==> config.mk <==
export PLATFORM = sky130hd
export DESIGN_NAME = dbg_ack_ctrl
export DESIGN_NICKNAME = d
export VERILOG_FILES = /design/src/rtl/dbg_ack_ctrl.sv
export SDC_FILE = /design/constraint.sdc
export NUM_CORES = 1
export LEC_CHECK = 0
export BUFFER_PORTS_ARGS = -buffer_cell sky130_fd_sc_hd__buf_2
export CORE_MARGIN = 1.5
export CORE_UTILIZATION = 35
export CTS_BUF_LIST = sky130_fd_sc_hd__clkbuf_4 sky130_fd_sc_hd__clkbuf_8 sky130_fd_sc_hd__clkbuf_16
export DETAILED_ROUTE_END_ITERATION = 7
export GPL_ROUTABILITY_DRIVEN = 0
export PLACE_DENSITY = 0.8
export SYNTH_ARGS = -nofsm -noshare
export SYNTH_HDL_FRONTEND = slang
export SYNTH_SLANG_ARGS = --single-unit
==> constraint.sdc <==
create_clock -name clk -period 1.4 [get_ports clk]
set_input_delay 0.21 -clock clk [delete_from_list [all_inputs] [get_ports clk]]
set_output_delay 0.21 -clock clk [all_outputs]
set_load 0.01 [all_outputs]
==> src/rtl/dbg_ack_ctrl.sv <==
module dbg_ack_ctrl #(
  parameter int DW = 32,
  parameter logic [DW-1:0] IDENT_VAL = 'h0C0F_FEE5
) (
  input  logic          clk,
  input  logic          rst_n,
  input  logic          req_valid,
  input  logic [1:0]    req_sel,
  input  logic          req_wr,
  input  logic [DW-1:0] req_wdata,
  input  logic          ap_done,
  input  logic          set_cmp,
  input  logic          set_err,
  output logic          ack_valid,
  output logic [2:0]    ack,
  output logic          data_phase,
  output logic [DW-1:0] rd_data,
  output logic          ap_req,
  output logic          ap_abort
);
  localparam logic [2:0] ACK_OK = 3'b001, ACK_WAIT = 3'b010, ACK_FAULT = 3'b100;
  localparam logic [1:0] SEL_ID = 2'd0, SEL_CS = 2'd1, SEL_ABT = 2'd2, SEL_AP = 2'd3;
  localparam int B_EN = 0, B_ORUN = 1, B_CMP = 4, B_ERR = 5;
  localparam int A_KILL = 0, A_CCMP = 1, A_CERR = 2, A_CORUN = 4;

  logic orun_en_q, f_orun_q, f_cmp_q, f_err_q, inflight_q;
  logic [2:0] ack_d;
  logic [DW-1:0] cs_word, rd_d;

  wire sticky   = f_orun_q | f_cmp_q | f_err_q;
  wire to_ap    = req_valid && req_sel == SEL_AP;
  wire ap_fault = to_ap && sticky;
  wire ap_wait  = to_ap && !sticky && inflight_q;
  wire ap_go    = to_ap && !sticky && !inflight_q;
  wire abt_wr   = req_valid && req_wr && req_sel == SEL_ABT;
  wire cs_wr    = req_valid && req_wr && req_sel == SEL_CS;
  wire kill     = abt_wr && req_wdata[A_KILL];

  always_comb begin
    cs_word = '0;
    cs_word[B_EN]   = orun_en_q;
    cs_word[B_ORUN] = f_orun_q;
    cs_word[B_CMP]  = f_cmp_q;
    cs_word[B_ERR]  = f_err_q;
  end

  always_comb begin
    ack_d = 3'b000;
    if (req_valid) ack_d = ap_fault ? ACK_FAULT : ap_wait ? ACK_WAIT : ACK_OK;
  end

  always_comb begin
    rd_d = '0;
    if (req_valid && !req_wr) begin
      if (req_sel == SEL_ID) rd_d = IDENT_VAL;
      else if (req_sel == SEL_CS) rd_d = cs_word;
    end
  end

  always_ff @(posedge clk or negedge rst_n) begin
    if (!rst_n) begin
      orun_en_q  <= 1'b0;
      f_orun_q   <= 1'b0;
      f_cmp_q    <= 1'b0;
      f_err_q    <= 1'b0;
      inflight_q <= 1'b0;
      ack_valid  <= 1'b0;
      ack        <= 3'b000;
      data_phase <= 1'b0;
      rd_data    <= '0;
      ap_req     <= 1'b0;
      ap_abort   <= 1'b0;
    end else begin
      if (cs_wr) orun_en_q <= req_wdata[B_EN];
      f_orun_q <= (ap_wait && orun_en_q) || (f_orun_q && !(abt_wr && req_wdata[A_CORUN]));
      f_cmp_q  <= set_cmp || (f_cmp_q && !(abt_wr && req_wdata[A_CCMP]));
      f_err_q  <= set_err || (f_err_q && !(abt_wr && req_wdata[A_CERR]));
      if (ap_go) inflight_q <= 1'b1;
      else if (kill || ap_done) inflight_q <= 1'b0;
      ack_valid  <= req_valid;
      ack        <= ack_d;
      data_phase <= req_valid && (ack_d == ACK_OK || orun_en_q);
      rd_data    <= rd_d;
      ap_req     <= ap_go;
      ap_abort   <= kill;
    end
  end

  a_r1_ack_onehot: assert property (@(posedge clk) disable iff (!rst_n)
    ack_valid |-> $onehot(ack));
  a_r1_ack_idle: assert property (@(posedge clk) disable iff (!rst_n)
    !ack_valid |-> ack == 3'b000);
  a_r3_orun_from_wait: assert property (@(posedge clk) disable iff (!rst_n)
    $rose(f_orun_q) |-> ack_valid && ack == ACK_WAIT);
  a_r5_local_never_fault: assert property (@(posedge clk) disable iff (!rst_n)
    (ack_valid && ack != ACK_OK) |-> $past(req_sel) == SEL_AP);
  a_r6_dphase_follows_en: assert property (@(posedge clk) disable iff (!rst_n)
    (ack_valid && ack != ACK_OK) |-> data_phase == orun_en_q);
  a_r9_orun_clear_only_abort: assert property (@(posedge clk) disable iff (!rst_n)
    $fell(f_orun_q) |-> $past(abt_wr && req_wdata[A_CORUN]));
  a_r10_abort_frees: assert property (@(posedge clk) disable iff (!rst_n)
    ap_abort |-> !inflight_q);
  a_r11_issue_marks: assert property (@(posedge clk) disable iff (!rst_n)
    ap_req |-> inflight_q && ack == ACK_OK);
endmodule

==> reports/metrics.yaml <==
outcome: "finished clean"
setup_violations: 0
p_leak_nw: 0.562
slowest_stage: "dfrtp_1"
path_depth: 1
hold_viol_final: 0
cpPeakStageDelay_ns: 0.53
avgSynthCellArea_um2: 11.0
synth.top_cells.by_count: "27 x buf_4, 17 x dfrtp_1, 4 x a21oi_1"
hold_slack_ns: 0.0977
max-vdd-ir-drop_uv: 590
ys_types: 24
fmax_mhz: 826
critPathBufInv: 1
crit_path_start_kind: "flop"
hold_path_class: "in -> reg"
viasPerCell: 4.20
synthArstFlopShare: 1.00
clk_path_buf_depth: 2
start_util: 0.374
h-tree-depth: 1
r2r-end: "f_orun_q"
yosysTopAreaCell: "dfrtp_1"
grt_max_degree: 18
r2r-start: "f_orun_q"
power_density_nw_per_um2: 936
cts_tree: "yes"
crit_type: "reg -> out"
drive_gt1_frac: 0.471
cts_resized: 0
die_y_um: 51.9
crit_family: "flip-flops"
io_pins: 80
cts_num_sinks: 17
wl_per_cell_um: 10.5
cts_setup_buffers: 0
critPathCapture: "rd_data[19]"
num-nets-final: 146
dp_hpwl_mm: 1.12
rsz0062_at_grt: "false"
crit_fanout: 16
seq_area_frac_synth: 0.509
synth_area_leaders: "dfrtp_1 51%, buf_4 24%, a21oi_1 2.4%"
cts_made_buffers: 3
fp.dieW_um: 51.9
grt_antenna_before_repair: 0
synth_edf_count: 0
synthToLayoutAreaGrowth_pct: 12.7
crit_start: "rd_data[26]"
drt_iter0_markers: 7
fin_area_um2: 942
synthCells: 76
antenna_left: 0
place_ws_ns: 0.252
n_antenna_cell: 0
synthFlopType: "dfrtp_1"
ys_ff_latch: 17
ys.warnings.count: 0
cts.clk_slew.worst_paths_ns: 0.10
cp.arrival_ns: 1.00
fin_worst_skew_ns: 0.00644
reg2reg_depth: 3
grt_use_total: 0.119
route.detailed.drc: 0
fin_crit_ns: 1.21
reg2reg_slack_ns: 0.27
clkLatencyLatePin_ns: 0.28
grt_pass1_wl_mm: 2.34
slew_violations: 0
placementRows: 17
overflow: 0
syn_area_um2: 836
num_vias: 554
firstDrtPassIters: 4
drv_cap: 0
fin_crit_sh: 0.865
wl_mm: 1.38
die_area_um2: 2690
cts-root-buf: "clkbuf_4"
synth_top_cell_area_share: 0.509
tns_ns: 0
worstPathRequired_ns: 1.19
path_cells: "buf_2"
yosysMostFrequentCell: "buf_4"
placed_cell_area_um2: 905
endpoint_kind: "output port"
core_area_um2: 2230
worst_slack_ns: 0.189
grt_pass1_vias: 515
port-buffer-count: 39
final cells by class:
type | count | area, µm²
fill | 225 | 1290
sequential | 17 | 425
multi-input combinational | 41 | 241
timing repair buffer | 40 | 205
tap | 28 | 35.0
clock buffer | 3 | 22.5
inverter | 2 | 7.51
clock inverter | 1 | 5.00
state kept, by name, summed over array words and instances, names as in the netlist:
register    count
ack             3
ack_valid       1
ap_abort        1
ap_req          1
data_phase      1
f_cmp_q         1
f_err_q         1
f_orun_q        1
inflight_q      1
orun_en_q       1
rd_data         5
layout by cell type, fill, tap and decap left out, types with 2 or more instances in the layout:
| cell | n |
|---|---|
| dfrtp_1 | 17 |
| clkbuf_4 | 3 |
| and3_2 | 2 |
| conb_1 | 12 |
| nor2_1 | 2 |
| a21o_1 | 2 |
| buf_2 | 39 |
| nand2_1 | 3 |
| inv_1 | 2 |
| and4b_1 | 2 |
| a21oi_1 | 4 |
power by group:
| part | leakage (nW) | total (W) | internal [W] | switching [W] |
|---|---|---|---|---|
| Combinational | 0.327 | 0.000109 | 0.0000411 | 0.0000680 |
| Sequential | 0.217 | 0.000519 | 0.000508 | 0.0000103 |
| Clock | 0.0177 | 0.000254 | 0.000106 | 0.000148 |
| Total | 0.562 | 0.000882 | 0.000655 | 0.000226 |
worst min-delay path by stage:
stage               startpoint        to  depth (start not counted)
floorplan                rst_n    ack[0]                          0
global placement         rst_n  ap_abort                          1
detailed placement       rst_n  ap_abort                          1
CTS                    set_cmp   f_cmp_q                          2
global route           set_cmp   f_cmp_q                          2
finish                 set_cmp   f_cmp_q                          2
cell families after synthesis:
| group | count (synthesis) | synth area share |
|---|---|---|
| buffers and inverters | 29 | 0.251 |
| AND/OR/NAND/NOR | 19 | 0.156 |
| flip-flops | 17 | 0.509 |
| AO/OA/AOI/OAI | 10 | 0.0793 |
| other | 1 | 0.00449 |
what timing repair did:
| action | 4_1_cts | 5_1_grt |
|---|---|---|
| endpoints found under the hold margin | 17 | 0 |
| hold buffers | 1 | 0 |
| endpoints found under the setup margin | 0 | 0 |
metal layers:
layer | GRT usage | vias up | wire length, µm
met5 | 0 | - | 0
met4 | 0.0526 | 0 | 11
met3 | 0.0316 | 2 | 102
met2 | 0.192 | 26 | 652
met1 | 0.148 | 257 | 615
li1 | - | 269 | -
metrics by stage:
stage | instances | total power [W] | util
4_1_cts | 132 | 0.000892 | 0.422
2_1_floorplan | 87 | 0.000616 | -
3_5_place_dp | 127 | 0.000637 | 0.405
6_report | 132 | 0.000882 | 0.422
3_3_place_gp | 127 | 0.000633 | 0.405
5_1_grt | 132 | 0.000938 | 0.422
Note: power is estimated with default switching activity, not from simulation.
